**config.mk**
```make
export PLATFORM = sky130hd
export DESIGN_NAME = flash_owner_arb
export DESIGN_NICKNAME = d
export VERILOG_FILES = /design/src/rtl/flash_owner_pkg.sv /design/src/rtl/flash_owner_regs.sv /design/src/rtl/flash_owner_fsm.sv /design/src/rtl/flash_owner_sel.sv /design/src/rtl/flash_owner_arb.sv
export SDC_FILE = /design/constraint.sdc
export NUM_CORES = 1
export LEC_CHECK = 0
export BUFFER_PORTS_ARGS = -buffer_cell sky130_fd_sc_hd__buf_2
export CORE_MARGIN = 2
export CORE_UTILIZATION = 29
export DETAILED_ROUTE_END_ITERATION = 8
export PLACE_DENSITY = 0.81
export SYNTH_ARGS = -nofsm -noshare
export SYNTH_HDL_FRONTEND = slang
export SYNTH_SLANG_ARGS = --single-unit
```
**constraint.sdc**
```tcl
create_clock -name clk -period 1.55 [get_ports clk]
set_input_delay 0.0775 -clock clk [delete_from_list [all_inputs] [get_ports clk]]
set_output_delay 0.0775 -clock clk [all_outputs]
set_load 0.005 [all_outputs]
```
**src/rtl/flash_owner_pkg.sv**
```systemverilog
package flash_owner_pkg;

  localparam int NUM_MASTERS = 3;
  localparam int OWNER_W     = 3;

  // owner codes double as one-hot master positions
  localparam logic [OWNER_W-1:0] OWN_IDLE   = 3'd0;
  localparam logic [OWNER_W-1:0] OWN_CTRL   = 3'd1;
  localparam logic [OWNER_W-1:0] OWN_HOST   = 3'd2;
  localparam logic [OWNER_W-1:0] OWN_LOADER = 3'd4;

  localparam int IDX_CTRL   = 0;
  localparam int IDX_HOST   = 1;
  localparam int IDX_LOADER = 2;

  // control register field positions
  localparam int FLD_OWNER_LSB = 0;
  localparam int FLD_CTRL_REQ  = 4;
  localparam int FLD_HOST_REQ  = 5;

  // fixed priority pick: loader, then controller, then host
  function automatic logic [OWNER_W-1:0] pick_owner(input logic [NUM_MASTERS-1:0] req);
    logic [OWNER_W-1:0] w;
    w = OWN_IDLE;
    if (req[IDX_LOADER])      w = OWN_LOADER;
    else if (req[IDX_CTRL])   w = OWN_CTRL;
    else if (req[IDX_HOST])   w = OWN_HOST;
    return w;
  endfunction

  // is the current owner still requesting
  function automatic logic owner_holds(input logic [OWNER_W-1:0] owner,
                                       input logic [NUM_MASTERS-1:0] req);
    return |(owner & req);
  endfunction

endpackage

```
**src/rtl/flash_owner_regs.sv**
```systemverilog
module flash_owner_regs
  import flash_owner_pkg::*;
#(
  parameter int ADDR_W      = 12,
  parameter int DATA_W      = 32,
  parameter logic [ADDR_W-1:0] CTRL_OFFSET = 12'h1D0
) (
  input  logic                clk,
  input  logic                rst_n,
  input  logic                wr_en,
  input  logic [ADDR_W-1:0]   addr,
  input  logic [DATA_W-1:0]   wdata,
  input  logic [OWNER_W-1:0]  owner,
  output logic                ctrl_req,
  output logic                host_req,
  output logic [DATA_W-1:0]   rdata
);

  logic hit;
  logic wr_hit;
  logic unused_wbits;

  assign hit    = (addr == CTRL_OFFSET);
  assign wr_hit = wr_en && hit;
  // owner bits and upper bits of write data are deliberately dropped
  assign unused_wbits = ^wdata;

  always_ff @(posedge clk) begin
    if (!rst_n) begin
      ctrl_req <= 1'b0;
      host_req <= 1'b0;
    end else if (wr_hit) begin
      ctrl_req <= wdata[FLD_CTRL_REQ];
      host_req <= wdata[FLD_HOST_REQ];
    end
  end

  always_comb begin
    rdata = '0;
    if (hit) begin
      rdata[FLD_OWNER_LSB +: OWNER_W] = owner;
      rdata[FLD_CTRL_REQ]             = ctrl_req;
      rdata[FLD_HOST_REQ]             = host_req;
    end
  end

endmodule

```
**src/rtl/flash_owner_fsm.sv**
```systemverilog
module flash_owner_fsm
  import flash_owner_pkg::*;
(
  input  logic                   clk,
  input  logic                   rst_n,
  input  logic [NUM_MASTERS-1:0] req,
  output logic [OWNER_W-1:0]     owner,
  output logic                   grant_evt,
  output logic                   release_evt
);

  logic [OWNER_W-1:0] owner_d;
  logic               is_idle;

  assign is_idle     = (owner == OWN_IDLE);
  assign grant_evt   = is_idle && (pick_owner(req) != OWN_IDLE);
  assign release_evt = !is_idle && !owner_holds(owner, req);

  always_comb begin
    owner_d = owner;
    if (is_idle)          owner_d = pick_owner(req);
    else if (release_evt) owner_d = OWN_IDLE;
  end

  always_ff @(posedge clk) begin
    if (!rst_n) owner <= OWN_IDLE;
    else        owner <= owner_d;
  end

endmodule

```
**src/rtl/flash_owner_sel.sv**
```systemverilog
module flash_owner_sel
  import flash_owner_pkg::*;
(
  input  logic [OWNER_W-1:0]     owner,
  output logic [NUM_MASTERS-1:0] sel
);

  for (genvar i = 0; i < NUM_MASTERS; i++) begin : g_sel
    localparam logic [OWNER_W-1:0] CODE = OWNER_W'(1) << i;
    assign sel[i] = (owner == CODE);
  end

endmodule

```
**src/rtl/flash_owner_arb.sv**
```systemverilog
module flash_owner_arb
  import flash_owner_pkg::*;
#(
  parameter int ADDR_W = 12,
  parameter int DATA_W = 32,
  parameter logic [ADDR_W-1:0] CTRL_OFFSET = 12'h1D0
) (
  input  logic              clk,
  input  logic              rst_n,
  input  logic              reg_wr_en,
  input  logic [ADDR_W-1:0] reg_addr,
  input  logic [DATA_W-1:0] reg_wdata,
  output logic [DATA_W-1:0] reg_rdata,
  input  logic              loader_req_i,
  output logic [2:0]        flash_sel_o
);

  logic [OWNER_W-1:0]     owner_code;
  logic                   ctrl_req;
  logic                   host_req;
  logic [NUM_MASTERS-1:0] req_vec;
  logic                   grant_evt;
  logic                   release_evt;

  assign req_vec[IDX_CTRL]   = ctrl_req;
  assign req_vec[IDX_HOST]   = host_req;
  assign req_vec[IDX_LOADER] = loader_req_i;

  flash_owner_regs #(
    .ADDR_W(ADDR_W), .DATA_W(DATA_W), .CTRL_OFFSET(CTRL_OFFSET)
  ) u_regs (
    .clk(clk), .rst_n(rst_n), .wr_en(reg_wr_en), .addr(reg_addr),
    .wdata(reg_wdata), .owner(owner_code), .ctrl_req(ctrl_req),
    .host_req(host_req), .rdata(reg_rdata)
  );

  flash_owner_fsm u_fsm (
    .clk(clk), .rst_n(rst_n), .req(req_vec), .owner(owner_code),
    .grant_evt(grant_evt), .release_evt(release_evt)
  );

  flash_owner_sel u_sel (
    .owner(owner_code), .sel(flash_sel_o)
  );

endmodule

```
==> results of run 1 <==
[registers in the layout (all words and copies together) (netlist names)]
register         cells
u_regs.ctrl_req      1
u_fsm.owner          3
u_regs.host_req      1
[cell type report]
class	instances	share of cell area, %
clock buffers	4	4.13
inverters	1	0.591
multi-input cells	61	53.7
flip-flops and latches	5	15.7
well taps	25	4.92
repair buffers	26	20.9
[critical path, cell delays in order]
cell    delay [ns]
buf_2         0.10
or4b_4        0.55
nor3_1        0.35
and2_2        0.20
buf_2         0.10
[per-stage QoR]
stage,power (mW),utilization [%]
2_1_floorplan,0.212,-
3_3_place_gp,0.188,34.2
3_5_place_dp,0.189,34.2
4_1_cts,0.350,35.6
5_1_grt,0.374,35.6
6_report,0.345,35.6
[power by group through the flow]
stage | logic, mW | registers, mW | clock network [mW]
global placement | 0.0522 | 0.136 | 0
detailed placement | 0.0535 | 0.136 | 0
floorplan | 0.0794 | 0.133 | 0
global route | 0.0662 | 0.134 | 0.174
finish | 0.0546 | 0.134 | 0.156
CTS | 0.0538 | 0.134 | 0.163
[worst min path at each step]
stage | to | slack (ns) | depth (start not counted) | from
detailed placement | u_regs.host_req | 0.33 | 3 | reg_wdata[5]
floorplan | u_regs.host_req | 0.22 | 2 | reg_wdata[5]
global placement | u_regs.ctrl_req | 0.33 | 3 | reg_wdata[4]
global route | u_regs.ctrl_req | 0.09 | 3 | reg_wdata[4]
CTS | u_regs.host_req | 0.07 | 3 | reg_wdata[5]
finish | u_regs.host_req | 0.08 | 3 | reg_wdata[5]
[placed cells by master, fill, tap and decap left out, types with 2 or more instances in the layout]
cell      synthesis  layout
dfxtp_1           5       5
clkbuf_4          0       3
nand2_1           7       7
conb_1            1      27
a22o_1            3       3
mux2i_1           2       2
o21ai_0           3       3
and2_2            5       5
nor3b_1           2       2
a21boi_0          3       3
buf_2             0      25
nor3_1            2       2
[logic make-up after synthesis]
group | after synthesis | synth area share [%]
compound gates | 9 | 11.4
simple gates | 23 | 27.8
mux | 2 | 3.56
other cells | 1 | 0.668
buf+inv | 31 | 38.8
flops | 5 | 17.8
[metal layers]
metal,share of wire [%],up-vias,track usage (%)
li1,-,236,-
met1,39,213,9.82
met2,46,37,16.0
met3,14,2,7.55
met4,1.2,0,5.41
met5,0,-,0
==> results.py, run 1 <==
metrics = {
    "clock_network": {
        "clkTransAtPathRegs_ns": 0.04,
        "postCtsHoldBufs": 0,
        "cts_buffers": 3,
        "clockBufferDepth": 2,
        "worstSkewPairLatency_ns": 0.25,
        "post_cts_resized": 0,
        "post_cts_buffers": 0,
        "cts_tree": "done",
        "cts-root-buf": "clkbuf_4",
        "clkSinkCount": 5,
        "cts_max_level": 1,
    },
    "setup_path": {
        "r2r_setup_slack_ns": 0.59,
        "start_kind": "primary input",
        "critPathMaxFanout": 5,
        "r2r_start": "u_fsm.owner[0]",
        "crit_required_ns": 1.47,
        "crit_end": "reg_rdata[2]",
        "r2r_end": "u_fsm.owner[1]",
        "rr_worst_depth": 3,
        "startpoint": "reg_addr[9]",
        "crit_arrival_ns": 1.37,
        "crit_type": "primary input to output port",
        "end_kind": "output port",
    },
    "timing": {
        "finalHoldViolCount": 0,
        "setup_slack_ns": 0.0997,
        "rsz0062_at_grt": "no",
        "finalSetupViolCount": 0,
        "holdWs_ns": 0.0802,
        "clock_skew_ns": 0.00379,
        "tns_ns": 0,
        "period_minus_slack_ns": 1.45,
        "fmax_ghz": 0.690,
        "fin_crit_sh_pct": 93.6,
        "drv_slew": 0,
    },
    "power": {
        "internal-power_mw": 0.252,
        "pwr-share-seq_pct": 38.8,
        "clkPwrFrac_pct": 45.4,
        "p_leak_nw": 0.334,
        "peakVddDrop_uv": 432,
        "switching_power_mw": 0.0925,
        "switching_share_pct": 26.8,
        "pwr-share-comb_pct": 15.8,
        "power_density_nw_per_um2": 542,
    },
    "floorplanning": {
        "rows": 15,
        "pin_count": 83,
        "core_area_um2": 1780,
        "die_h_um": 48.0,
        "fp.dieArea_um2": 2310,
        "start_util_pct": 31.5,
        "die_w_um": 48.0,
    },
    "yosys": {
        "yosysTopAreaCellShare_pct": 36.1,
        "synth-seq-area-share_pct": 17.8,
        "synth_top_area_cell": "buf_4",
        "synth_area_um2": 562,
        "synth_cell_types": 20,
        "ys_top_cells_by_area": "buf_4 (36%), dfxtp_1 (18%), and2_2 (6.7%)",
        "synth_most_common_cell": "buf_4",
        "yosys-top-cells-count": "buf_4 (27), nand2_1 (7), and2_2 (5), dfxtp_1 (5)",
        "synth_warnings": 0,
        "ys_seq_elements": 5,
        "async_flop_share_pct": 0,
        "syn_inst": 71,
        "synthFlopType": "dfxtp_1",
        "synth_edf_count": 0,
        "avgSynthCellArea_um2": 7.91,
    },
    "flow_run": {
        "cap_violations": 0,
    },
    "drt": {
        "drtIter0Drc": 3,
        "drt_wl_total_um": 975,
        "wl_per_cell_um": 7.99,
        "drc": 0,
        "firstDrtPassIters": 3,
        "vias_per_cell": 4.00,
        "vias": 488,
        "drtAntennaViolNets": 0,
    },
    "global_route": {
        "globalRouteOverflowTotal": 0,
        "first_global_vias": 394,
        "grt_usage_pct": 10.2,
        "grt_pass1_wl_um": 1580,
        "antenna_found_initial": 0,
        "grt_max_degree": 11,
    },
    "layout": {
        "multi_input_area_um2": 342,
        "drive_gt1_share_pct": 37.1,
        "finalInstanceArea_um2": 636,
        "fin_cells": 122,
        "nFillCells": 199,
        "layout-area-overhead-vs-synth_pct": 13.1,
        "nNetsFinal": 146,
        "regArea_um2": 100,
        "n_antenna_cell": 0,
    },
    "placed_design": {
        "hpwl_um": 794,
        "place.gp.congestion": 0.685,
        "dp_slack_ns": 0.0918,
        "dp_cells": 118,
        "io_buffers": 25,
        "dpl_cell_area_um2": 609,
    },
    "min_path": {
        "hp-class": "primary input to flop",
    },
    "run_status": {
        "outcome": "completed",
    },
}
Power figures use the tool's default switching activity.
==> run 2, diff against run 1 <==
CORE_UTILIZATION = 26   (was 29)
PLACE_DENSITY = 0.77   (was 0.81)
clock period = 1.29 ns   (was 1.55 ns; I/O delays follow)
==> run 2 against run 1 <==
  * Die area rose by 11%
  * Critical path depth did not move
  * Clock power rose by 16%
  * Cell count rose by 1.6%
  * Worst setup slack got worse by 0.098 ns
  * Sequential power rose by 20%
  * Register-to-register slack got worse by 0.32 ns
  * Largest power group unchanged
  * Highest routed layer is now met3
==> results.py, run 2 (synthesis gave the netlist of run 1 again) <==
metrics = {
    "run_status": {
        "outcome": "completed",
    },
    "timing": {
        "rsz0062_at_grt": "yes",
        "drv_slew": 0,
        "clock_skew_ns": 0.00142,
        "tns_ns": 0,
        "finalSetupViolCount": 0,
        "finalHoldViolCount": 0,
        "fin_crit_sh_pct": 99.9,
        "period_minus_slack_ns": 1.29,
        "fmax_ghz": 0.776,
    },
    "global_route": {
        "first_global_vias": 446,
        "antenna_found_initial": 0,
        "grt_usage_pct": 9.71,
        "grt_max_degree": 11,
        "globalRouteOverflowTotal": 0,
        "grt_pass1_wl_um": 1840,
    },
    "drt": {
        "vias_per_cell": 3.96,
        "drt_wl_total_um": 1160,
        "drtIter0Drc": 7,
        "dr.max_layer_used": "met3",
        "routed-wl-met3_um": 110,
        "drc": 0,
        "firstDrtPassIters": 3,
        "wl_met1_um": 445,
        "wl_per_cell_um": 9.33,
        "route.met2.wl_um": 601,
        "vias": 491,
        "drtAntennaViolNets": 0,
    },
    "layout": {
        "n_antenna_cell": 0,
        "layout-area-overhead-vs-synth_pct": 18.7,
        "nNetsFinal": 146,
        "multi_input_area_um2": 358,
        "drive_gt1_share_pct": 39.2,
        "layout_commonest_cell": "conb_1",
        "fin_cells": 124,
        "finalInstanceArea_um2": 667,
        "top_regs": "u_fsm.owner (3), u_regs.ctrl_req (1), u_regs.host_req (1)",
        "largest_reg_flops": 3,
        "nFillCells": 225,
        "top_register": "u_fsm.owner",
        "regArea_um2": 100,
        "final_cell_mix": "conb_1 (27), buf_2 (23), nand2_1 (7)",
    },
    "floorplanning": {
        "die_w_um": 50.5,
        "core_area_um2": 2000,
        "pin_count": 83,
        "rows": 16,
        "start_util_pct": 28.1,
        "die_h_um": 50.5,
        "fp.dieArea_um2": 2550,
    },
    "placed_design": {
        "hpwl_um": 931,
        "io_buffers": 25,
        "dp_cells": 120,
        "dpl_cell_area_um2": 612,
        "place.gp.congestion": 0.717,
    },
    "power": {
        "p_leak_nw": 0.353,
        "power_density_nw_per_um2": 620,
        "p_total_mw": 0.413,
        "peakVddDrop_uv": 424,
    },
    "clock_network": {
        "postCtsHoldBufs": 0,
        "cts_tree": "done",
        "post_cts_buffers": 0,
        "cts-root-buf": "clkbuf_4",
        "clockBufferDepth": 2,
        "clkSinkCount": 5,
        "worstSkewPairLatency_ns": 0.24,
        "cts_max_level": 1,
        "cts_buffers": 3,
        "clkTransAtPathRegs_ns": 0.04,
    },
    "setup_path": {
        "critPathMaxFanout": 5,
        "start_kind": "primary input",
        "crit_arrival_ns": 1.22,
        "crit_required_ns": 1.23,
        "crit_type": "primary input to output port",
        "end_kind": "output port",
    },
    "flow_run": {
        "cap_violations": 0,
    },
    "min_path": {
        "hp-class": "primary input to flop",
    },
}
[run 2: changes by cell type in the layout (fill, tap and decap cells not counted)]
cell | before | now
and2_2 | 5 | 4
and2_4 | 0 | 1
buf_2 | 25 | 23
buf_6 | 0 | 2
nor3_1 | 2 | 1
nor3_4 | 0 | 1
or4_1 | 1 | 0
or4_4 | 0 | 1
[run 2: timing repair]
action / 4_1_cts / 5_1_grt
resized for setup: 3 / 3
cloned: 0 / 0
pin swaps: 1 / 1
endpoints found under the setup margin: 5 / 5
endpoints found under the hold margin: 0 / 0
[run 2: critical path, stage by stage]
cell	delay, ns
buf_6	0.09
or4_4	0.55
nor3_4	0.25
and2_2	0.17
buf_2	0.10
[run 2: power by group]
part | internal, mW | total, mW | switching (mW)
registers | 0.157 | 0.161 | 0.00395
logic | 0.0316 | 0.0719 | 0.0403
clock network | 0.117 | 0.181 | 0.0639
total | 0.305 | 0.413 | 0.108
[run 2: final timing paths]
kind / from / end / slack, ns / cells after the start
hold reg to reg: u_regs.host_req / u_regs.host_req / 0.52 / 2
setup reg to reg: u_fsm.owner[2] / u_fsm.owner[1] / 0.27 / 3
hold / removal: reg_wdata[4] / u_regs.ctrl_req / 0.08 / 3
setup / recovery: reg_addr[2] / reg_rdata[2] / 0.001 / 5
[run 2: layout make-up]
| class | instances | share of cell area [%] |
|---|---|---|
| multi-input cells | 61 | 53.7 |
| repair buffers | 26 | 21.8 |
| flip-flops and latches | 5 | 15.0 |
| well taps | 27 | 5.07 |
| clock buffers | 4 | 3.94 |
| inverters | 1 | 0.563 |
[run 2: per-stage QoR]
| stage | hold slack, ns | utilization [%] | worst slack (ns) |
|---|---|---|---|
| 2_1_floorplan | 0.207 | - | 0.115 |
| 3_3_place_gp | 0.321 | 30.6 | -0.102 |
| 3_5_place_dp | 0.333 | 30.6 | -0.149 |
| 4_1_cts | 0.0734 | 32.6 | 0.0228 |
| 5_1_grt | 0.0772 | 33.3 | -0.0575 |
| 6_report | 0.0843 | 33.3 | 0.00147 |
[run 2: routing by layer]
layer / GRT usage, % / vias to the layer above
met5: 0 / -
met2: 17.5 / 31
met4: 2.70 / 0
met1: 9.80 / 225
met3: 4.76 / 0
li1: - / 235
